### src/rtl/rst_pkg.sv
`timescale 1ns/1ps
package rst_pkg;

    // Stored control state of the reset controller
    typedef struct packed {
        logic swr;       // software-reset request bit (retained through its own reset)
        logic ebo;       // brown-out interrupt enable
        logic pof;       // power-on flag
        logic irq;       // brown-out interrupt request level
        logic cause_sw;  // current reset was started by software
    } ctl_state_t;

    localparam ctl_state_t CTL_RESET = '{swr: 1'b0, ebo: 1'b0, pof: 1'b1,
                                         irq: 1'b0, cause_sw: 1'b0};

endpackage

### src/rtl/rst_qual.sv
`timescale 1ns/1ps
module rst_qual #(
    parameter int SYNC = 2,
    parameter int QUAL = 24
) (
    input  logic clk,
    input  logic rst,
    input  logic in_i,
    output logic qual_o,
    output logic rise_o
);
    localparam int CW = $clog2(QUAL + 1);

    logic in_s;

    generate
        if (SYNC == 0) begin : g_direct
            assign in_s = in_i;
        end else begin : g_sync
            logic [SYNC-1:0] sh_d, sh_q;
            always_comb sh_d = (sh_q << 1) | SYNC'(in_i);
            always_ff @(posedge clk or posedge rst) begin
                if (rst) sh_q <= '0;
                else     sh_q <= sh_d;
            end
            assign in_s = sh_q[SYNC-1];
        end
    endgenerate

    typedef struct packed {
        logic [CW-1:0] cnt;
    } qual_state_t;

    qual_state_t st_d, st_q;

    always_comb begin
        st_d = st_q;
        if (!in_s)                    st_d.cnt = '0;
        else if (st_q.cnt != CW'(QUAL)) st_d.cnt = st_q.cnt + 1'b1;
    end

    always_ff @(posedge clk or posedge rst) begin
        if (rst) st_q <= '0;
        else     st_q <= st_d;
    end

    assign qual_o = (st_q.cnt == CW'(QUAL));
    assign rise_o = in_s && (st_q.cnt == CW'(QUAL - 1));

endmodule

### src/rtl/rst_stretch.sv
`timescale 1ns/1ps
module rst_stretch #(
    parameter int LEN = 24
) (
    input  logic clk,
    input  logic rst,
    input  logic trig_i,
    output logic active_o
);
    localparam int CW = $clog2(LEN + 1);

    typedef struct packed {
        logic [CW-1:0] cnt;
    } str_state_t;

    str_state_t st_d, st_q;

    always_comb begin
        st_d = st_q;
        if (trig_i)              st_d.cnt = CW'(LEN);
        else if (st_q.cnt != '0) st_d.cnt = st_q.cnt - 1'b1;
    end

    always_ff @(posedge clk or posedge rst) begin
        if (rst) st_q <= '{cnt: CW'(LEN)};
        else     st_q <= st_d;
    end

    assign active_o = (st_q.cnt != '0);

endmodule

### src/rtl/rst_regs.sv
`timescale 1ns/1ps
module rst_regs
    import rst_pkg::*;
#(
    parameter logic [7:0] SWR_ADDR = 8'hB2,
    parameter int         SWR_BIT  = 1,
    parameter logic [7:0] EBO_ADDR = 8'hE8,
    parameter int         EBO_BIT  = 3,
    parameter logic [7:0] PCF_ADDR = 8'h87,
    parameter int         POF_BIT  = 4
) (
    input  logic       clk,
    input  logic       rst,
    input  logic       wr_en_i,
    input  logic [7:0] wr_addr_i,
    input  logic [7:0] wr_data_i,
    input  logic       irq_ack_i,
    input  logic       core_rst_i,
    input  logic       pin_qual_i,
    input  logic       bo_qual_i,
    input  logic       bo_rise_i,
    output logic       swr_fire_o,
    output logic       hw_rst_o,
    output logic       irq_o,
    output logic       pof_o,
    output logic       keep_o
);
    ctl_state_t st_d, st_q;
    logic wr_ok;

    always_comb begin
        st_d       = st_q;
        wr_ok      = wr_en_i && !core_rst_i;
        swr_fire_o = wr_ok && (wr_addr_i == SWR_ADDR) && wr_data_i[SWR_BIT] && !st_q.swr;
        hw_rst_o   = pin_qual_i || (bo_qual_i && !st_q.ebo);

        if (wr_ok) begin
            if (wr_addr_i == SWR_ADDR) st_d.swr = wr_data_i[SWR_BIT];
            if (wr_addr_i == EBO_ADDR) st_d.ebo = wr_data_i[EBO_BIT];
            if (wr_addr_i == PCF_ADDR && !wr_data_i[POF_BIT]) st_d.pof = 1'b0;
        end

        if (bo_rise_i && st_q.ebo) st_d.irq = 1'b1;
        else if (irq_ack_i)        st_d.irq = 1'b0;
        if (!st_d.ebo)             st_d.irq = 1'b0;

        if (!core_rst_i) st_d.cause_sw = 1'b0;

        if (swr_fire_o) begin
            st_d.ebo      = 1'b0;
            st_d.irq      = 1'b0;
            st_d.cause_sw = 1'b1;
        end

        if (hw_rst_o) begin
            st_d.swr      = 1'b0;
            st_d.ebo      = 1'b0;
            st_d.irq      = 1'b0;
            st_d.cause_sw = 1'b0;
        end
    end

    always_ff @(posedge clk or posedge rst) begin
        if (rst) st_q <= CTL_RESET;
        else     st_q <= st_d;
    end

    assign irq_o  = st_q.irq;
    assign pof_o  = st_q.pof;
    assign keep_o = st_q.cause_sw && core_rst_i;

endmodule

### src/rtl/mcu_rst_ctrl.sv
`timescale 1ns/1ps
module mcu_rst_ctrl #(
    parameter int          PIN_SYNC = 2,
    parameter int          PIN_QUAL = 24,
    parameter int          BO_QUAL  = 4,
    parameter int          RST_LEN  = 24,
    parameter logic [15:0] RST_VEC  = 16'h0000,
    parameter logic [15:0] BO_VEC   = 16'h004B
) (
    input  logic        clk,
    input  logic        por_i,
    input  logic        rst_pin_i,
    input  logic        bo_flag_i,
    input  logic        wr_en_i,
    input  logic [7:0]  wr_addr_i,
    input  logic [7:0]  wr_data_i,
    input  logic        irq_ack_i,
    output logic        core_rst_o,
    output logic [15:0] pc_load_o,
    output logic        bo_irq_o,
    output logic [15:0] bo_vec_o,
    output logic [1:0]  keep_mask_o,
    output logic        pof_o
);
    logic pin_qual, pin_rise, bo_qual, bo_rise;
    logic swr_fire, hw_rst, keep;

    rst_qual #(.SYNC(PIN_SYNC), .QUAL(PIN_QUAL)) u_pin (
        .clk(clk), .rst(por_i), .in_i(rst_pin_i),
        .qual_o(pin_qual), .rise_o(pin_rise));

    rst_qual #(.SYNC(0), .QUAL(BO_QUAL)) u_bo (
        .clk(clk), .rst(por_i), .in_i(bo_flag_i),
        .qual_o(bo_qual), .rise_o(bo_rise));

    rst_regs u_regs (
        .clk(clk), .rst(por_i),
        .wr_en_i(wr_en_i), .wr_addr_i(wr_addr_i), .wr_data_i(wr_data_i),
        .irq_ack_i(irq_ack_i), .core_rst_i(core_rst_o),
        .pin_qual_i(pin_qual), .bo_qual_i(bo_qual), .bo_rise_i(bo_rise),
        .swr_fire_o(swr_fire), .hw_rst_o(hw_rst),
        .irq_o(bo_irq_o), .pof_o(pof_o), .keep_o(keep));

    rst_stretch #(.LEN(RST_LEN)) u_str (
        .clk(clk), .rst(por_i), .trig_i(swr_fire || hw_rst),
        .active_o(core_rst_o));

    assign pc_load_o   = RST_VEC;
    assign bo_vec_o    = BO_VEC;
    assign keep_mask_o = {2{keep}};

endmodule

### config.mk
export PLATFORM = sky130hd
export DESIGN_NAME = mcu_rst_ctrl
export DESIGN_NICKNAME = d
export VERILOG_FILES = /design/src/rtl/rst_pkg.sv /design/src/rtl/rst_qual.sv /design/src/rtl/rst_stretch.sv /design/src/rtl/rst_regs.sv /design/src/rtl/mcu_rst_ctrl.sv
export SDC_FILE = /design/constraint.sdc
export NUM_CORES = 1
export LEC_CHECK = 0
export ABC_CLOCK_PERIOD_IN_PS = 3400
export BUFFER_PORTS_ARGS = -buffer_cell sky130_fd_sc_hd__buf_2
export CAP_MARGIN = 25
export CELL_PAD_IN_SITES_DETAIL_PLACEMENT = 0
export CELL_PAD_IN_SITES_GLOBAL_PLACEMENT = 1
export CORE_MARGIN = 2
export CORE_UTILIZATION = 37
export DETAILED_ROUTE_END_ITERATION = 7
export PLACE_DENSITY = 0.88
export SYNTH_ARGS = -nofsm -noshare
export SYNTH_HDL_FRONTEND = slang
export SYNTH_SLANG_ARGS = --single-unit
### constraint.sdc
create_clock -name clk -period 3.4 [get_ports clk]
set_clock_uncertainty 0.05 [all_clocks]
set_input_delay 0.68 -clock clk [delete_from_list [all_inputs] [get_ports clk]]
set_output_delay 0.68 -clock clk [all_outputs]
set_load 0.02 [all_outputs]
Yosys cells after proc, flatten, opt, wreduce, memory -nomap -nowiden

Index checks and enable logic that the tools add are counted.

Add/sub/neg operators: 3
Equal/unequal tests: 12
Muxes and demuxes: 18
Bitwise logic cells: 1
Reduce and logical (&&, ||, !) cells: 21

Operators with widths:

| operator                                         | number |
|---|---|
| == test 8 bit, second input constant             | 3 |
| 2-to-1 mux 5 bit                                 | 4 |
| logical AND 1 bit                                | 9 |
| 2-to-1 mux 3 bit                                 | 3 |
| 2-to-1 mux 1 bit                                 | 8 |
| 2-to-1 mux 2 bit                                 | 3 |
| != test 3 bit, second input constant             | 2 |
| nonzero test 2 bit                               | 3 |
| adder 5 x 1 -> 5 bit, second input constant      | 1 |
| == test 5 bit, second input constant             | 1 |
| != test 5 x 4 -> 1 bit, second input constant    | 1 |
| != test 5 bit, second input constant             | 1 |
| nonzero test 5 bit                               | 1 |
| subtractor 5 x 1 -> 5 bit, second input constant | 1 |
| logical NOT 1 bit                                | 4 |
| AND reduction 2 bit                              | 2 |
| adder 3 x 1 -> 3 bit, second input constant      | 1 |
| == test 3 x 2 -> 1 bit, second input constant    | 1 |
| == test 3 bit, second input constant             | 1 |
| logical OR 1 bit                                 | 2 |
| != test 2 x 1 -> 1 bit, second input constant    | 1 |
| != test 2 bit, second input constant             | 1 |
| bitwise OR 2 x 1 -> 2 bit                        | 1 |

Register bits after elaboration: 20
Input bits: 22
Output and inout port bits: 37
Logic and storage cells: 64

Logic depth before layout (Yosys ltp)

Depth in word-level cells: 8
Gate-level depth with buffers: 8
Depth with buffers taken out: 7

Cells and area by module

A second synthesis with hierarchy kept.

Cells, all modules: 146
Area total of the unflattened synthesis: 1400.1 um2

By module, submodules not included:

| module           | times used | cells an instance | area an instance (um2) | seq. area each (um2) |
|---|---|---|---|---|
| rst_qual (u_pin) | 1          | 32                | 350.3                  | 175.2 |
| rst_regs         | 1          | 32                | 326.6                  | 126.4 |
| rst_stretch      | 1          | 25                | 270.3                  | 127.6 |
| mcu_rst_ctrl     | 1          | 37                | 269.0                  | 0.0 |
| rst_qual (u_bo)  | 1          | 20                | 183.9                  | 75.1 |

Least setup slack after synthesis

Ideal clock, no wire load.

Kind: register to output
Start point: reg u_str.st_q[0] in the netlist's numbering
End point: out keep_mask_o[0]
Arrival: 1307 ps
Required time: 2670 ps
Slack: 1363 ps
Cell stages (with the launch flop): 9
Path buffers: 2
Path through: dfrtp_1 inv_1 ha_1 nor4b_4 inv_2 buf_6 nand2_1 inv_1 buf_4

Word-level cells in the longest chain between the ends: 2

RTL lines:

| item                     | line               | source |
|---|---|---|
| start: declaration       | rst_stretch.sv:16  | `str_state_t st_d, st_q;` |
| start signal: assignment | rst_stretch.sv:25  | `if (rst) st_q <= '{cnt: CW'(LEN)};` |
| start signal: assignment | rst_stretch.sv:26  | `else st_q <= st_d;` |
| nonzero test 5 bit       | rst_stretch.sv:29  | `assign active_o = (st_q.cnt != '0);` |
| net core_rst_o           | mcu_rst_ctrl.sv:18 | `output logic core_rst_o,` |
| logical AND 1 bit        | rst_regs.sv:70     | `assign keep_o = st_q.cause_sw && core_rst_i;` |
| end: declaration         | mcu_rst_ctrl.sv:22 | `output logic [1:0] keep_mask_o,` |

The timed path passes the listed nets, and every way through them passes these cells.

Final worst setup path

Start point: reg u_str.st_q[0] in the netlist's numbering
End point: out keep_mask_o[1]

Word-level cells in the longest chain between the ends: 2

RTL lines:

| item               | line |
|---|---|
| nonzero test 5 bit | rst_stretch.sv:29 |
| logical AND 1 bit  | rst_regs.sv:70 |

Every way passes these cells.

==> reports/metrics.cfg <==
[pwr]
p_clk_share_pct = 22.7
power.leakage_uw = 0.000713
combPwrFrac_pct = 35.2
p_seq_share_pct = 42.1
p_switching_uw = 298
p_per_area_mw_per_mm2 = 607
swShare_pct = 35.0
max-vdd-ir-drop_v = 0.000344
total_power_uw = 851
power.internal_uw = 553

[synthesis]
synth-seq-area-share_pct = 37.6
yosysUniqueCellTypes = 36
ys_seq_elements = 20
muxShareOfSynthArea_pct = 1.49
synth-simple-area-share_pct = 20.3
ys_warn_count = 0
synth_fa_ha_area_share_pct = 6.53
synth_compound_area_share_pct = 5.32
postSynthCellCount = 134
avgSynthCellArea_um2 = 10.0
synth_top_family_by_area = buffers and inverters
synth.cell_area_mm2 = 0.00134
synth_xor_area_share_pct = 5.22

[detailed_routing]
via_per_inst = 4.08
vias = 816
drt-initial-drc-count = 3
routedWlPerCell_um = 9.69
totalWireLength_um = 1940
drc = 0
drt_pass1_iterations = 4
antenna_left = 0

[sta]
maxSlewHeadroom_pct = 50.7
setup_viol = 0
slew_violations = 0
tns_ns = 0
period_share_pct = 71.5
min_period_ns = 2.43
hold_ws_ns = 0.316
grt_setup_unrepaired = no
max_freq_ghz = 0.411
worstMarginPinSlew_ns = 0.739
finalHoldViolations = 0

[global_route]
use_met1_pct = 12.4
grt_busiest_layer = met2
grt_usage_pct = 10.1
antenna_found_initial = 0
gr-usage-met3_pct = 3.70
grt_max_degree = 21
use_met2_pct = 16.1
grt_pass1_wl_um = 3200
grt_overflow = 0
first_global_vias = 727

[clock_network]
cts_buffer_depth = 2
cts_sinks = 20
cts_hold_buf = 0
cts.reportedPaths.clkPinSlew_ns = 0.12
ctsRootBufferMaster = clkbuf_4
cts_buffers = 3
postCtsSetupRepairBufs = 0
cts_tree = yes
cts_max_level = 1
clock_latency_ns = 0.30
cts_resized = 0

[setup_path]
critPathLaunchType = flip-flop
critical_path_arrival_ns = 1.70
endpoint_kind = primary output
r2r-start = u_str.st_q[0]
r2r-end = u_str.st_q[1]
crit_fanout = 11
rr_worst_depth = 7
r2r_slack_ns = 1.37
crit_type = flip-flop to primary output
worst_ep_required_time_ns = 2.67

[floorplan]
core_mm2 = 0.00342
pin_count = 59
start_util_pct = 39.3
dieArea_mm2 = 0.00412
num_rows = 21
die_h_um = 64.2
die_w_um = 64.2

[outcome]
status = completed

[worst_hold_path]
hold_path_depth = 0
worstHoldStart = u_pin.g_sync.sh_q[0]
hold_end = u_pin.g_sync.sh_q[1]
hold_path_class = flip-flop to flip-flop

[placement]
portBuffers = 21
gp_congestion = 0.705
placed_cells = 196
dpl.hpwl_um = 1500
placed_cell_area_mm2 = 0.00135

[job]
max-cap-violations = 0

[finish]
layout_commonest_cell = conb_1
final_nets = 184
filler_cell_count = 359
drive_above_1_share_pct = 24.7
final_cell_area_mm2 = 0.00140
final_cell_mix = 32 x conb_1, 21 x buf_2, 17 x dfrtp_1
fin_cells = 200
diodes = 0
area_growth_pct = 4.57

-- final cells by class --
cell class	count	area, um2	area share [%]
timing repair buffer	21	105	7.49
tap	46	57.6	4.10
clock buffer	3	22.5	1.61
sequential	20	504	35.9
clock inverter	1	30.0	2.14
multi-input combinational	98	642	45.8
inverter	11	41.3	2.94
-- Yosys cell counts --
cell,number,area share [%]
and2_1,4,1.9
nor4_4,1,1.6
nand3_1,3,1.1
nor4_1,1,0.47
a21boi_0,3,1.7
buf_6,1,0.84
nor3_2,1,0.75
ha_1,7,6.5
inv_1,10,2.8
xnor2_1,6,3.9
o21ai_0,1,0.37
dfrtp_1,17,32
nand2_1,6,1.7
or4bb_1,1,0.84
nor4_2,1,0.93
or4_4,1,0.84
or3b_2,1,0.65
conb_1,2,0.56
xor2_1,2,1.3
inv_2,1,0.28
nand4bb_1,1,0.84
and3_1,1,0.47
a211oi_1,1,0.56
nor3_1,4,1.5
nor2b_1,1,0.47
nor4b_4,1,1.8
a32oi_1,1,0.65
a21o_2,2,1.3
nor2_1,7,2.0
mux2i_1,2,1.5
or3b_1,1,0.65
a21oi_1,2,0.75
nand4b_1,2,1.3
nand2b_2,1,0.65
dfstp_2,3,5.9
buf_4,34,19
-- critical path: stages (launching register included) --
cell and delay (ns):
dfrtp_1 0.41, inv_1 0.10, ha_1 0.15, nor4b_4 0.24, inv_2 0.17, nand2_1 0.12, inv_1 0.05, buf_2 0.15
-- metal layers --
| layer | up-vias | wire (um) |
|---|---|---|
| li1 | 412 | - |
| met1 | 368 | 850 |
| met2 | 34 | 921 |
| met3 | 2 | 135 |
| met4 | 0 | 29 |
| met5 | - | 0 |
-- state kept, by name, indices dropped and copies added (netlist names) --
signal / flops
u_regs.irq_o: 1
u_pin.g_sync.sh_q: 2
u_regs.st_q: 3
u_bo.st_q: 3
u_str.st_q: 5
u_pin.st_q: 5
u_regs.pof_o: 1
-- worst max-delay path by stage --
stage                       start             end  cells past startpoint
global placement     wr_addr_i[3]   u_str.st_q[0]                      5
CTS                 u_str.st_q[0]  keep_mask_o[1]                      7
floorplan           u_str.st_q[0]  keep_mask_o[0]                      8
finish              u_str.st_q[0]  keep_mask_o[1]                      7
global route        u_str.st_q[0]  keep_mask_o[1]                      7
detailed placement   wr_addr_i[3]   u_str.st_q[1]                      5
-- stage by stage --
step	util [%]	setup slack [ns]
6_report	41.1	0.969
3_5_place_dp	39.5	1.21
4_1_cts	41.1	0.951
3_3_place_gp	39.5	1.23
2_1_floorplan	-	1.36
5_1_grt	41.1	0.776
-- power by group through the flow --
stage                     Sequential (uW)  Clock, uW  Combinational, uW
after floorplan                       352          0                289
after global placement                360          0                291
after detailed placement              364          0                296
after CTS                             360        199                303
after global routing                  367        214                338
final                                 358        193                300
-- logic make-up after synthesis --
logic type,Yosys count
buffers and inverters,46
and+or+nand+nor,39
DFF,20
AOI/OAI and AO/OA,10
xor gates and xnor gates,8
adders and majority gates,7
other,2
muxes,2
Note: power is estimated with default switching activity, not from simulation.
